## src/rtl/can_crc_pkg.sv

```systemverilog
package can_crc_pkg;
  parameter int unsigned CRC_W = 15;
  parameter logic [CRC_W-1:0] CRC_POLY = 15'h4599;
  localparam int unsigned CNT_W = $clog2(CRC_W + 1);

  typedef enum logic [1:0] {
    OP_HOLD  = 2'd0,
    OP_CLEAR = 2'd1,
    OP_POLY  = 2'd2,
    OP_SHIFT = 2'd3
  } crc_op_e;
endpackage

```

## src/rtl/crc15_reg.sv

```systemverilog
module crc15_reg
  import can_crc_pkg::*;
#(
  parameter int unsigned W = CRC_W,
  parameter logic [W-1:0] POLY = CRC_POLY
) (
  input  logic         clk_i,
  input  logic         rst_ni,
  input  crc_op_e      op_i,
  input  logic         bit_i,
  output logic [W-1:0] crc_q_o,
  output logic [W-1:0] crc_d_o
);
  logic [W-1:0] crc_q, crc_poly;
  logic         fb;

  assign fb = bit_i ^ crc_q[W-1];

  // per-bit tap selection
  for (genvar i = 0; i < W; i++) begin : g_tap
    if (i == 0) begin : g_lsb
      assign crc_poly[i] = fb & POLY[i];
    end else begin : g_up
      assign crc_poly[i] = crc_q[i-1] ^ (fb & POLY[i]);
    end
  end

  always_comb begin
    unique case (op_i)
      OP_CLEAR: crc_d_o = '0;
      OP_POLY:  crc_d_o = crc_poly;
      OP_SHIFT: crc_d_o = {crc_q[W-2:0], 1'b0};
      default:  crc_d_o = crc_q;
    endcase
  end

  always_ff @(posedge clk_i or negedge rst_ni) begin
    if (!rst_ni) crc_q <= '0;
    else         crc_q <= crc_d_o;
  end

  assign crc_q_o = crc_q;
endmodule

```

## src/rtl/crc15_ctrl.sv

```systemverilog
module crc15_ctrl
  import can_crc_pkg::*;
#(
  parameter int unsigned W = CRC_W
) (
  input  logic    clk_i,
  input  logic    rst_ni,
  input  logic    clear_i,
  input  logic    mode_tx_i,
  input  logic    bit_valid_i,
  input  logic    crc_phase_i,
  input  logic    next_zero_i,
  output crc_op_e op_o,
  output logic    done_o,
  output logic    ok_o
);
  localparam int unsigned CW = $clog2(W + 1);
  localparam logic [CW-1:0] LAST = CW'(W - 1);

  logic [CW-1:0] cnt_q;
  logic          done_q, ok_q, take, tx_shift, field_bit;

  assign take      = bit_valid_i & ~done_q & ~clear_i;
  assign tx_shift  = crc_phase_i & mode_tx_i;
  assign field_bit = take & crc_phase_i;

  always_comb begin
    if (clear_i)       op_o = OP_CLEAR;
    else if (!take)    op_o = OP_HOLD;
    else if (tx_shift) op_o = OP_SHIFT;
    else               op_o = OP_POLY;
  end

  always_ff @(posedge clk_i or negedge rst_ni) begin
    if (!rst_ni) begin
      cnt_q  <= '0;
      done_q <= 1'b0;
      ok_q   <= 1'b0;
    end else if (clear_i) begin
      cnt_q  <= '0;
      done_q <= 1'b0;
      ok_q   <= 1'b0;
    end else if (field_bit) begin
      cnt_q <= cnt_q + 1'b1;
      if (cnt_q == LAST) begin
        done_q <= 1'b1;
        ok_q   <= ~mode_tx_i & next_zero_i;
      end
    end
  end

  assign done_o = done_q;
  assign ok_o   = ok_q;
endmodule

```

## src/rtl/can_crc15_unit.sv

```systemverilog
module can_crc15_unit
  import can_crc_pkg::*;
#(
  parameter int unsigned W = CRC_W,
  parameter logic [W-1:0] POLY = CRC_POLY
) (
  input  logic         clk_i,
  input  logic         rst_ni,
  input  logic         clear_i,
  input  logic         mode_tx_i,
  input  logic         bit_valid_i,
  input  logic         bit_i,
  input  logic         crc_phase_i,
  output logic [W-1:0] crc_o,
  output logic         tx_bit_o,
  output logic         crc_done_o,
  output logic         crc_ok_o
);
  crc_op_e      op;
  logic [W-1:0] crc_q, crc_d;

  crc15_ctrl #(.W(W)) u_ctrl (
    .clk_i       (clk_i),
    .rst_ni      (rst_ni),
    .clear_i     (clear_i),
    .mode_tx_i   (mode_tx_i),
    .bit_valid_i (bit_valid_i),
    .crc_phase_i (crc_phase_i),
    .next_zero_i (crc_d == '0),
    .op_o        (op),
    .done_o      (crc_done_o),
    .ok_o        (crc_ok_o)
  );

  crc15_reg #(.W(W), .POLY(POLY)) u_reg (
    .clk_i   (clk_i),
    .rst_ni  (rst_ni),
    .op_i    (op),
    .bit_i   (bit_i),
    .crc_q_o (crc_q),
    .crc_d_o (crc_d)
  );

  assign crc_o    = crc_q;
  assign tx_bit_o = crc_q[W-1];
endmodule

```

## config.mk

```make
export PLATFORM = sky130hd
export DESIGN_NAME = can_crc15_unit
export DESIGN_NICKNAME = d
export VERILOG_FILES = /design/src/rtl/can_crc_pkg.sv /design/src/rtl/crc15_reg.sv /design/src/rtl/crc15_ctrl.sv /design/src/rtl/can_crc15_unit.sv
export SDC_FILE = /design/constraint.sdc
export NUM_CORES = 1
export LEC_CHECK = 0
export BUFFER_PORTS_ARGS = -buffer_cell sky130_fd_sc_hd__buf_4
export CAP_MARGIN = 5
export CORE_MARGIN = 2
export CORE_UTILIZATION = 50
export DETAILED_ROUTE_END_ITERATION = 8
export PLACE_DENSITY = 0.86
export SYNTH_ARGS = -nofsm -noshare
export SYNTH_HDL_FRONTEND = slang
export SYNTH_SLANG_ARGS = --single-unit
```

## constraint.sdc

```tcl
create_clock -name clk_i -period 2.1 [get_ports clk_i]
set_input_delay 0.525 -clock clk_i [delete_from_list [all_inputs] [get_ports clk_i]]
set_output_delay 0.525 -clock clk_i [all_outputs]
set_load 0.01 [all_outputs]
```

== Word-level counts from Yosys, hierarchy flattened ==
Cells that the tools add are included.
Storage, ports and cells
  logic and storage cells: 40
  output and inout port bits: 18
  bits of input ports: 7
  flip-flop bits (word level): 21
Cells by class
  reductions and logical operators: 4
  mux-type cells: 12
  add/sub/neg operators: 1
  bitwise operators: 15
  eq/ne operators: 4
Operators with widths (count)
  $pmux W15 S3: 1
  $logic_not A15 Y1: 1
  $mux W4: 2
  $mux W1: 7
  $xor A1 B1 Y1: 7
  $and A1 B1 Y1: 5
  $add A4 B1 Y4 const B: 1
  $eq A2 B2 Y1 const B: 2
  $eq A4 B4 Y1 const B: 1
  $mux W2: 2
  $reduce_bool A2 Y1: 2
  $not A1 Y1: 3
  $eq A2 B1 Y1 const B: 1
  $reduce_and A2 Y1: 1

== Logic depth before layout (Yosys ltp) ==
Gate-level depths: netlist (run 1).
  depth in word-level cells: 12
  depth in mapped cells: 7
  depth with buffers taken out: 5

== Cells and area by module ==
Synthesis (run 1) repeated with hierarchy kept, for this count alone.
Second synthesis, totals
  cell total of the unflattened synthesis: 101
  area total of the unflattened synthesis: 1064.8 µm²
By module, submodules not included
  crc15_reg: cells an instance 64, sequential area each 375.4 µm², area an instance 673.1 µm², instances 1
  crc15_ctrl: cells an instance 31, sequential area each 150.1 µm², area an instance 351.6 µm², instances 1
  can_crc15_unit: cells an instance 6, sequential area each 0.0 µm², area an instance 40.0 µm², instances 1

== Least setup slack after synthesis (run 1) ==
No wires, ideal clock.
  path kind: input -> register
  start: in bit_valid_i
  end: reg u_ctrl.ok_q (netlist: u_ctrl.ok_o)
  stages on the path: 6
  required time: 1980 ps
  arrival: 1417 ps
  library setup time: 120 ps
  path slack: 563 ps
  path buffers: 1
  path through: nor2b_1 -> buf_2 -> and3_1 -> nand4b_1 -> a211o_1 -> o211a_1
On the way
  longest elaborated chain between the ends: 11
  elaborated cells between the ends (all ways): 16
  those cells by class: eq/ne: 3; mux: 6; bitwise: 4; reduce/logical: 3
Ends and longest elaborated chain
  start: declaration: RTL line can_crc15_unit.sv:11  | input logic bit_valid_i,
  $and A1 B1 Y1 * (2 in a row): RTL line crc15_ctrl.sv:23  | assign take = bit_valid_i & ~done_q & ~clear_i;
  $mux W2: RTL line crc15_ctrl.sv:29  | else if (!take) op_o = OP_HOLD;
  $mux W2: RTL line crc15_ctrl.sv:28  | if (clear_i) op_o = OP_CLEAR;
  $eq A2 B2 Y1 / $eq A2 B1 Y1 (equally long branches): RTL line crc15_reg.sv:29  | unique case (op_i)
  $pmux W15 S3: RTL line crc15_reg.sv:29
  $logic_not A15 Y1: RTL line can_crc15_unit.sv:29  | .next_zero_i (crc_d == '0),
  $and A1 B1 Y1: RTL line crc15_ctrl.sv:47  | ok_q <= ~mode_tx_i & next_zero_i;
  $mux W1: RTL line crc15_ctrl.sv:45  | if (cnt_q == LAST) begin
  $mux W1: RTL line crc15_ctrl.sv:43  | end else if (field_bit) begin
  $mux W1: RTL line crc15_ctrl.sv:39  | end else if (clear_i) begin
  end signal: assignment: RTL line crc15_ctrl.sv:47
  end: declaration: RTL line crc15_ctrl.sv:21  | logic done_q, ok_q, take, tx_shift, field_bit;
Mark *: on every way between the ends. The rest lies on a longest branch, timed or not. The select of a mux whose other input is x is not followed.
A chain may end at the register's enable or synchronous reset.

== Final worst setup path (run 1) ==
  start: reg u_ctrl.done_q (netlist: u_ctrl.done_o)
  end: reg u_ctrl.ok_q (netlist: u_ctrl.ok_o)
On the way
  longest elaborated chain between the ends: 12
  elaborated cells between the ends (all ways): 17
  those cells by class: eq/ne: 3; mux: 6; bitwise: 5; reduce/logical: 3
Ends and longest elaborated chain
  start: declaration: RTL line crc15_ctrl.sv:21
  start signal: assignment: RTL line crc15_ctrl.sv:37  | done_q <= 1'b0;
  start signal: assignment: RTL line crc15_ctrl.sv:41  | done_q <= 1'b0;
  start signal: assignment: RTL line crc15_ctrl.sv:46  | done_q <= 1'b1;
  $not A1 Y1 *: RTL line crc15_ctrl.sv:23
  $and A1 B1 Y1 * (2 in a row): RTL line crc15_ctrl.sv:23
  $mux W2 *: RTL line crc15_ctrl.sv:29
  $mux W2 *: RTL line crc15_ctrl.sv:28
  $eq A2 B2 Y1 / $eq A2 B1 Y1 (equally long branches): RTL line crc15_reg.sv:29
  $pmux W15 S3 *: RTL line crc15_reg.sv:29
  named net crc_d[9]: RTL line can_crc15_unit.sv:20  | logic [W-1:0] crc_q, crc_d;
  $logic_not A15 Y1 *: RTL line can_crc15_unit.sv:29
  $and A1 B1 Y1 *: RTL line crc15_ctrl.sv:47
  $mux W1 *: RTL line crc15_ctrl.sv:45
  $mux W1 *: RTL line crc15_ctrl.sv:43
  $mux W1 *: RTL line crc15_ctrl.sv:39
Mark *: on every way through the listed nets, which the timed path passes. The rest lies on a longest branch. The select of a mux whose other input is x is not followed.

==> impl_table.tex, run 1 <==
\begin{tabular}{lr}
\hline
Metric & Value \\
\hline
\multicolumn{2}{l}{\textbf{Clocking}} \\
\quad Later-pin clock latency in the skew report & around 0.31 ns \\
\quad Clock-pin slew of the registers on the worst-case setup and hold paths & between 0.1 and 0.15 ns \\
\quad Total number of clock tree sinks & 21 \\
\quad Number of setup buffers added after CTS & 0 \\
\quad Post-cts gate resize count & 0 \\
\quad Hold bufs inserted after CTS & 0 \\
\quad Total clock buffers created by CTS & 3 \\
\quad Number of H-tree levels & 1 \\
\quad Clock root cell & sky130\_fd\_sc\_hd\_\_clkbuf\_4 \\
\quad Clock tree from TritonCTS & built \\
\quad Max Buffers Root-to-Sink & 2 \\
\multicolumn{2}{l}{\textbf{Worst setup path}} \\
\quad Cell with the largest stage delay on the worst path & sky130\_fd\_sc\_hd\_\_dfrtp\_1 \\
\quad Crit start category & flip-flop \\
\quad Critical path start-end classification & reg2reg \\
\quad Critical Path AT & 1.78 ns \\
\quad Cell class contributing the biggest share of worst-path delay & compound AO/OA/AOI/OAI gates \\
\quad Maximum fanout count along the critical path & 23 \\
\quad Required arrival time at the worst endpoint & about 2.3 ns \\
\quad Chain of cells forming the critical path & nor2b\_1, buf\_4, nand2\_1, a21oi\_1, nor4\_2, o211a\_1 \\
\quad Worst path buffer plus inverter count & 1 \\
\quad Kind of capture point of the worst setup path & flip-flop \\
\quad Max stage delay on crit path & between 0.4 and 0.5 ns \\
\multicolumn{2}{l}{\textbf{Synthesis}} \\
\quad Xor-xnor portion of the synthesized cell area & 8.36\% \\
\quad Gate count after technology mapping & 112 \\
\quad Share of synthesized cell area in full adder, half adder and majority cells & 2.39\% \\
\quad Total nets after synthesis & between 100 and 150 \\
\quad Largest family of logic cells by synthesized area & simple AND/OR/NAND/NOR gates \\
\quad Post-synthesis mux area share & 0\% \\
\quad Yosys Warn Count & 0 \\
\quad Post-Synthesis Cell Area & roughly 1000 um2 \\
\quad Number of distinct library cells after synthesis & 27 \\
\quad Post-synthesis compound-gate area fraction & roughly an eighth \\
\quad Synthesized-area fraction occupied by and/or/nand/nor cells & $\sim$22\% \\
\quad Post-Syn Area per Cell & around 9.4 um2 \\
\quad Sequential fraction of the synthesis area & roughly 50\% \\
\quad Count of state elements after synthesis & 21 \\
\multicolumn{2}{l}{\textbf{Drt}} \\
\quad DRC violations left & 0 \\
\quad Post-detailed-route via-to-cell ratio & around 5.5 \\
\quad Wl on met1 & roughly 960 um \\
\quad Post-route ant nets & 0 \\
\quad Total Routed Length & 2.34 mm \\
\quad Number of vias in the routed layout & $\sim$890 \\
\quad Highest routed metal layer & met4 \\
\quad Detail Route met3 WL & 127 um \\
\quad Met2 WL & 1.22 mm \\
\quad Routed wire length per instance & $\sim$15 um \\
\quad Drt pass-1 iters & 4 \\
\quad Detailed Route Iter0 Violations & 16 \\
\multicolumn{2}{l}{\textbf{Place}} \\
\quad Dpl hpwl & around 1.6 mm \\
\quad Routability congestion estimate from global placement & between 0.7 and 0.8 \\
\quad Port Buffer Count & 24 \\
\multicolumn{2}{l}{\textbf{Timing}} \\
\quad Count of endpoints failing hold in the final timing report & 0 \\
\quad Worst relative slew slack & about 71\% \\
\quad Final period utilization & 74.8\% \\
\quad Final setup vio count & 0 \\
\quad Unrepaired setup endpoints after global routing & false \\
\quad Final-layout worst hold slack & approximately 0.07 ns \\
\quad Post-route minimum period & 1.57 ns \\
\quad Post-route clock skew & about 0.00047 ns \\
\quad Final-layout setup total negative slack & 0 ns \\
\quad Transition at the pin with the smallest max-transition slack & approximately 0.44 ns \\
\quad Count of final max-slew check failures & 0 \\
\quad Top achievable clock speed & between 600 and 700 MHz \\
\multicolumn{2}{l}{\textbf{Cells and area}} \\
\quad Most common library cell in the layout ignoring fill and taps & sky130\_fd\_sc\_hd\_\_buf\_4 \\
\quad Fraction of final layout cells sized beyond drive strength 1 & around 25\% \\
\quad \# diodes & 0 \\
\quad Layout area overhead & 20.5\% \\
\quad Highest-count cells in the layout ignoring fill and taps & sky130\_fd\_sc\_hd\_\_buf\_4, sky130\_fd\_sc\_hd\_\_dfrtp\_1, sky130\_fd\_sc\_hd\_\_nand2\_1, sky130\_fd\_sc\_hd\_\_nor2\_1, sky130\_fd\_sc\_hd\_\_a21oi\_1 \\
\quad Final Core Density & between 60\% and 70\% \\
\quad Nets@finish & roughly 140 \\
\multicolumn{2}{l}{\textbf{Floorplanning}} \\
\quad Die Y-Extent & around 50 um \\
\quad Top-level port count & 25 \\
\quad Core footprint & 1960 um2 \\
\quad Standard-cell rows & 16 \\
\quad Die Span X & around 50 um \\
\quad Die footprint & about 2500 um2 \\
\quad Initial core utilization & about 53\% \\
\multicolumn{2}{l}{\textbf{Power}} \\
\quad Pwr/cell area & 627 nW/um2 \\
\quad Largest vdd supply drop & 0.000402 V \\
\quad Leakage & around 0.62 nW \\
\multicolumn{2}{l}{\textbf{Global routing}} \\
\quad Number of antenna violations at the first check in global routing & 0 \\
\quad Largest net degree at the start of global routing & 24 \\
\quad Global router's overall resource usage & 21.1\% \\
\quad Overflow after GRT & 0 \\
\quad Global-route wire length before repair & approximately 4.0 mm \\
\quad Via count of the first global-routing pass & slightly above 800 \\
\multicolumn{2}{l}{\textbf{Outcome}} \\
\quad Result of the run & finished clean \\
\multicolumn{2}{l}{\textbf{Worst hold path}} \\
\quad Type of the worst min-delay path & in2async \\
\multicolumn{2}{l}{\textbf{Job}} \\
\quad Max-cap violations & 0 \\
\hline
\end{tabular}
## stage by stage
stage / cell area (um2) / setup WS, ns / total power, mW / instances
after global routing: 1260 / 0.413 / 0.830 / 161
after detailed placement: 1230 / 0.348 / 0.600 / 157
after global placement: 1230 / 0.428 / 0.593 / 157
final: 1260 / 0.528 / 0.791 / 161
after floorplan: 1050 / 0.563 / 0.538 / 112
after CTS: 1260 / 0.530 / 0.791 / 161
## metal layers
| metal | global-route usage [%] | up-vias |
|---|---|---|
| met5 | 0 | - |
| met4 | 8.33 | 0 |
| met3 | 2.73 | 5 |
| met2 | 35.6 | 33 |
| met1 | 27.4 | 435 |
| li1 | - | 418 |
## synthesized netlist by cell type
library cell / instances / area share [%]
sky130_fd_sc_hd__nand2_1: 19 / 6.8
sky130_fd_sc_hd__clkbuf_1: 2 / 0.72
sky130_fd_sc_hd__o21ai_0: 1 / 0.48
sky130_fd_sc_hd__o211a_1: 1 / 0.96
sky130_fd_sc_hd__buf_2: 3 / 1.4
sky130_fd_sc_hd__a211o_1: 1 / 0.84
sky130_fd_sc_hd__nand4_1: 1 / 0.60
sky130_fd_sc_hd__xor2_1: 9 / 7.5
sky130_fd_sc_hd__nor2_1: 16 / 5.7
sky130_fd_sc_hd__o21ai_1: 1 / 0.48
sky130_fd_sc_hd__nand2b_1: 1 / 0.60
sky130_fd_sc_hd__nand3_1: 2 / 0.96
sky130_fd_sc_hd__nand2_4: 1 / 1.1
sky130_fd_sc_hd__nand4b_1: 1 / 0.84
sky130_fd_sc_hd__or3_4: 1 / 1.1
sky130_fd_sc_hd__and3_1: 1 / 0.60
sky130_fd_sc_hd__ha_1: 2 / 2.4
sky130_fd_sc_hd__buf_4: 1 / 0.72
sky130_fd_sc_hd__nor2b_1: 1 / 0.60
sky130_fd_sc_hd__dfrtp_1: 21 / 50
sky130_fd_sc_hd__nor4_2: 2 / 2.4
sky130_fd_sc_hd__buf_1: 1 / 0.36
sky130_fd_sc_hd__a211oi_1: 6 / 4.3
sky130_fd_sc_hd__a21oi_1: 11 / 5.3
sky130_fd_sc_hd__inv_1: 3 / 1.1
sky130_fd_sc_hd__nor4_1: 2 / 1.2
sky130_fd_sc_hd__xnor2_1: 1 / 0.84
## final cells by class
class / count / area (um2)
fill: 168 / 699
sequential: 21 / 526
tap: 27 / 33.8
clock buffer: 3 / 22.5
inverter: 3 / 11.3
multi-input combinational: 81 / 477
timing repair buffer: 25 / 188
clock inverter: 1 / 5.00
## state kept, by name, indices dropped and copies added (netlist names)
signal         cells
u_reg.crc_q_o     15
u_ctrl.ok_o        1
u_ctrl.done_o      1
u_ctrl.cnt_q       4
## power breakdown
part	internal, mW	switching (mW)	total (mW)	leakage (nW)
Combinational	0.0637	0.0832	0.147	0.313
Clock	0.0712	0.126	0.198	0.0177
Sequential	0.422	0.0246	0.447	0.286
## logic make-up (layout without fill, tap and decap cells)
| kind of cell | after synthesis | in the layout |
|---|---|---|
| compound gates | 21 | 21 |
| xor+xnor | 10 | 10 |
| fa+ha+maj | 2 | 2 |
| buf+inv | 10 | 32 |
| flops | 21 | 21 |
| simple gates | 48 | 48 |
## worst paths after layout
kind / slack (ns) / start / cells past startpoint / endpoint
hold reg to reg: 0.56 / u_ctrl.done_o$_DFFE_PN0P_ / 2 / u_ctrl.done_o$_DFFE_PN0P_
setup / recovery: 0.53 / u_ctrl.done_o$_DFFE_PN0P_ / 6 / u_ctrl.ok_o$_DFFE_PN0P_
setup reg to reg: 0.53 / u_ctrl.done_o$_DFFE_PN0P_ / 6 / u_ctrl.ok_o$_DFFE_PN0P_
hold / removal: 0.07 / rst_ni / 1 / u_ctrl.done_o$_DFFE_PN0P_
max in group asynchronous: 1.82 / rst_ni / 1 / u_reg.crc_q_o[5]$_DFF_PN0_
min in group clk_i: 0.54 / clear_i / 2 / u_reg.crc_q_o[5]$_DFF_PN0_
## worst reg2reg max path, stage by stage, from the launching register on
cell                      delay [ns]
sky130_fd_sc_hd__dfrtp_1        0.43
sky130_fd_sc_hd__nor2b_1        0.15
sky130_fd_sc_hd__buf_4          0.28
sky130_fd_sc_hd__nand2_1        0.10
sky130_fd_sc_hd__a21oi_1        0.23
sky130_fd_sc_hd__nor4_2         0.08
sky130_fd_sc_hd__o211a_1        0.20
No activity file was read; power rests on OpenSTA's default activity.
==> inputs of run 2 (changes only) <==
--- a/config.mk
+++ b/config.mk
@@ -7,10 +7,11 @@
 export LEC_CHECK = 0
 export BUFFER_PORTS_ARGS = -buffer_cell sky130_fd_sc_hd__buf_4
 export CAP_MARGIN = 5
+export CORE_ASPECT_RATIO = 1.75
 export CORE_MARGIN = 2
-export CORE_UTILIZATION = 50
+export CORE_UTILIZATION = 46
 export DETAILED_ROUTE_END_ITERATION = 8
-export PLACE_DENSITY = 0.86
+export PLACE_DENSITY = 0.84
 export SYNTH_ARGS = -nofsm -noshare
 export SYNTH_HDL_FRONTEND = slang
 export SYNTH_SLANG_ARGS = --single-unit
==> constraint.sdc (replaced) <==
create_clock -name clk_i -period 1.3 [get_ports clk_i]
set_input_delay 0.325 -clock clk_i [delete_from_list [all_inputs] [get_ports clk_i]]
set_output_delay 0.325 -clock clk_i [all_outputs]
set_load 0.01 [all_outputs]
==> run 2 against run 1 <==
The flow now finishes with violations (negative setup slack). Worst setup slack worse by 0.70 ns. Sequential share of layout area down 8.3 points. Worst hold slack better by 0.18 ns. Register-to-register slack worse by 0.70 ns. Sequential power up 61%. Largest cell class is now multi-input combinational cells. Global-route usage up 2.1 points. Routed wire length up 30%. Maximum frequency up 6.8%. Non-clock buffer count up 21.
==> impl_table.tex, run 2 (same netlist as run 1, synthesis figures left out) <==
\begin{tabular}{lr}
\hline
Metric & Value \\
\hline
\multicolumn{2}{l}{\textbf{Power}} \\
\quad Portion of total power attributed to combinational logic & approximately 26\% \\
\quad Pwr/cell area & 882 nW/um2 \\
\quad Switching share of power & 30.3\% \\
\quad Pint & 0.971 mW \\
\quad Net switching component of the power & about 0.42 mW \\
\quad Proportion of power drawn by the clock network & $\sim$23\% \\
\quad Power share of the sequential group & 51.6\% \\
\quad Leakage & about 0.75 nW \\
\quad Largest vdd supply drop & 0.000777 V \\
\multicolumn{2}{l}{\textbf{Cells and area}} \\
\quad Final Core Density & approximately 74\% \\
\quad Post-Layout Inst Area & between 1500 and 2000 um2 \\
\quad Fraction of final layout cells sized beyond drive strength 1 & between 40\% and 50\% \\
\quad Highest-count cells in the layout ignoring fill and taps & sky130\_fd\_sc\_hd\_\_buf\_4, sky130\_fd\_sc\_hd\_\_dfrtp\_1, sky130\_fd\_sc\_hd\_\_nand2\_1, sky130\_fd\_sc\_hd\_\_nor2\_1, sky130\_fd\_sc\_hd\_\_buf\_6 \\
\quad Most common library cell in the layout ignoring fill and taps & sky130\_fd\_sc\_hd\_\_buf\_4 \\
\quad \# diodes & 0 \\
\quad Max reg flops & 15 \\
\quad Nets@finish & roughly 170 \\
\quad Layout area overhead & 50.8\% \\
\multicolumn{2}{l}{\textbf{Worst setup path}} \\
\quad Critical path start-end classification & reg2reg \\
\quad Cell with the largest stage delay on the worst path & sky130\_fd\_sc\_hd\_\_dfrtp\_1 \\
\quad Chain of cells forming the critical path & nor2b\_1, and3\_1, nand4b\_1, buf\_4, o211a\_1 \\
\quad Required arrival time at the worst endpoint & 1.50 ns \\
\quad Crit start category & flip-flop \\
\quad Critical Path AT & 1.68 ns \\
\quad Critical R2R Launch & u\_ctrl.done\_o\$\_DFFE\_PN0P\_ \\
\quad Maximum fanout count along the critical path & 3 \\
\quad Kind of capture point of the worst setup path & flip-flop \\
\quad Max stage delay on crit path & around 0.42 ns \\
\quad Worst setup path startpoint & u\_ctrl.done\_o\$\_DFFE\_PN0P\_ \\
\multicolumn{2}{l}{\textbf{Worst hold path}} \\
\quad Hold wc startpoint & clear\_i \\
\quad Type of the worst min-delay path & in2reg \\
\multicolumn{2}{l}{\textbf{Clocking}} \\
\quad Clock tree from TritonCTS & built \\
\quad Number of H-tree levels & 1 \\
\quad Total clock buffers created by CTS & 3 \\
\quad Total number of clock tree sinks & 21 \\
\quad Later-pin clock latency in the skew report & 0.31 ns \\
\quad Clock root cell & sky130\_fd\_sc\_hd\_\_clkbuf\_4 \\
\quad Clock-pin slew of the registers on the worst-case setup and hold paths & roughly 0.12 ns \\
\quad Max Buffers Root-to-Sink & 2 \\
\multicolumn{2}{l}{\textbf{Timing}} \\
\quad Final-layout setup total negative slack & -0.336 ns \\
\quad Unrepaired setup endpoints after global routing & true \\
\quad Transition at the pin with the smallest max-transition slack & about 0.28 ns \\
\quad Top achievable clock speed & a little under 700 MHz \\
\quad Count of endpoints failing hold in the final timing report & 0 \\
\quad Post-route minimum period & around 1.5 ns \\
\quad Final period utilization & 113\% \\
\quad Post-route clock skew & 0.0101 ns \\
\quad Worst relative slew slack & between 80\% and 90\% \\
\quad PnR worst setup slack & -0.172 ns \\
\quad Final-layout worst hold slack & 0.249 ns \\
\quad Final setup vio count & 9 \\
\quad Count of final max-slew check failures & 0 \\
\multicolumn{2}{l}{\textbf{Floorplanning}} \\
\quad Standard-cell rows & 22 \\
\quad Top-level port count & 25 \\
\quad Die Y-Extent & about 67 um \\
\quad Initial core utilization & roughly half \\
\quad Die footprint & about 2700 um2 \\
\quad Core footprint & approximately 2100 um2 \\
\quad Die Span X & between 40 and 50 um \\
\multicolumn{2}{l}{\textbf{Drt}} \\
\quad Drt pass-1 iters & 4 \\
\quad Total Routed Length & between 3 and 4 mm \\
\quad Post-route ant nets & 0 \\
\quad Routed wire length per instance & roughly 17 um \\
\quad Post-detailed-route via-to-cell ratio & 5.59 \\
\quad DRC violations left & 0 \\
\quad Number of vias in the routed layout & 1006 \\
\quad Detailed Route Iter0 Violations & 51 \\
\multicolumn{2}{l}{\textbf{Place}} \\
\quad Dpl hpwl & around 1.8 mm \\
\quad Routability congestion estimate from global placement & 0.772 \\
\quad Standard cell area after detailed placement & about 1300 um2 \\
\quad Port Buffer Count & 24 \\
\multicolumn{2}{l}{\textbf{Job}} \\
\quad Max-cap violations & 0 \\
\multicolumn{2}{l}{\textbf{Outcome}} \\
\quad Result of the run & complete, but fails checks \\
\quad Violated checks & negative setup slack \\
\multicolumn{2}{l}{\textbf{Global routing}} \\
\quad Via count of the first global-routing pass & roughly 900 \\
\quad Global-route wire length before repair & approximately 4.2 mm \\
\quad Number of antenna violations at the first check in global routing & 0 \\
\quad Largest net degree at the start of global routing & 22 \\
\quad Overflow after GRT & 0 \\
\quad Global router's overall resource usage & 23.2\% \\
\hline
\end{tabular}
## run 2: through the flow
stage | setup slack [ns] | std cells | total power, mW
global placement | -0.132 | 168 | 0.992
floorplan | -0.128 | 112 | 0.869
CTS | -0.115 | 177 | 1.34
finish | -0.172 | 180 | 1.39
global route | -0.214 | 180 | 1.45
detailed placement | -0.184 | 168 | 1.00
## run 2: power groups by stage
| stage | sequential [mW] | clock [mW] | combinational, mW |
|---|---|---|---|
| finish | 0.719 | 0.313 | 0.360 |
| global route | 0.723 | 0.343 | 0.384 |
| CTS | 0.714 | 0.319 | 0.307 |
| detailed placement | 0.724 | 0 | 0.277 |
| global placement | 0.723 | 0 | 0.270 |
| floorplan | 0.737 | 0 | 0.133 |
## run 2: routing by layer
metal | share of wire (%) | up-vias | GRT usage, %
met5 | 0 | - | 0
met4 | 4.3 | 0 | 12.1
met3 | 5.1 | 14 | 2.00
met2 | 53 | 45 | 37.1
met1 | 38 | 482 | 29.6
li1 | - | 465 | -
## run 2: cell type report
cell class / count / area (um2)
Fill cell: 158 / 541
Sequential cell: 21 / 527
Tap cell: 24 / 30.0
Clock buffer: 4 / 26.3
Timing Repair Buffer: 46 / 400
Multi-Input combinational cell: 82 / 584
Inverter: 3 / 11.3
## run 2: worst paths after layout
path	end	depth (start not counted)	slack, ns
worst max-delay path	u_ctrl.ok_o$_DFFE_PN0P_	5	-0.17
worst min-delay path	u_reg.crc_q_o[2]$_DFF_PN0_	2	0.25
worst max register to register	u_ctrl.ok_o$_DFFE_PN0P_	5	-0.17
worst min register to register	u_reg.crc_q_o[1]$_DFF_PN0_	2	0.56
max in group asynchronous	u_reg.crc_q_o[7]$_DFF_PN0_	2	0.63
min in group asynchronous	u_reg.crc_q_o[9]$_DFF_PN0_	2	0.42
## run 2: worst max-delay path, delay by kind of cell, from the launching register on
kind | cells | cell delay [ns]
DFF | 1 | 0.42
buffers and inverters | 1 | 0.19
and+or+nand+nor | 3 | 0.55
AOI/OAI and AO/OA | 1 | 0.21
## run 2: repair_timing
item	4_1_cts	5_1_grt
pin swaps	4	10
gates resized for setup	14	22
hold buffers	1	0
endpoints found under the hold margin	21	0
cloned	0	1
setup endpoints to repair	9	21
setup buffers	4	2
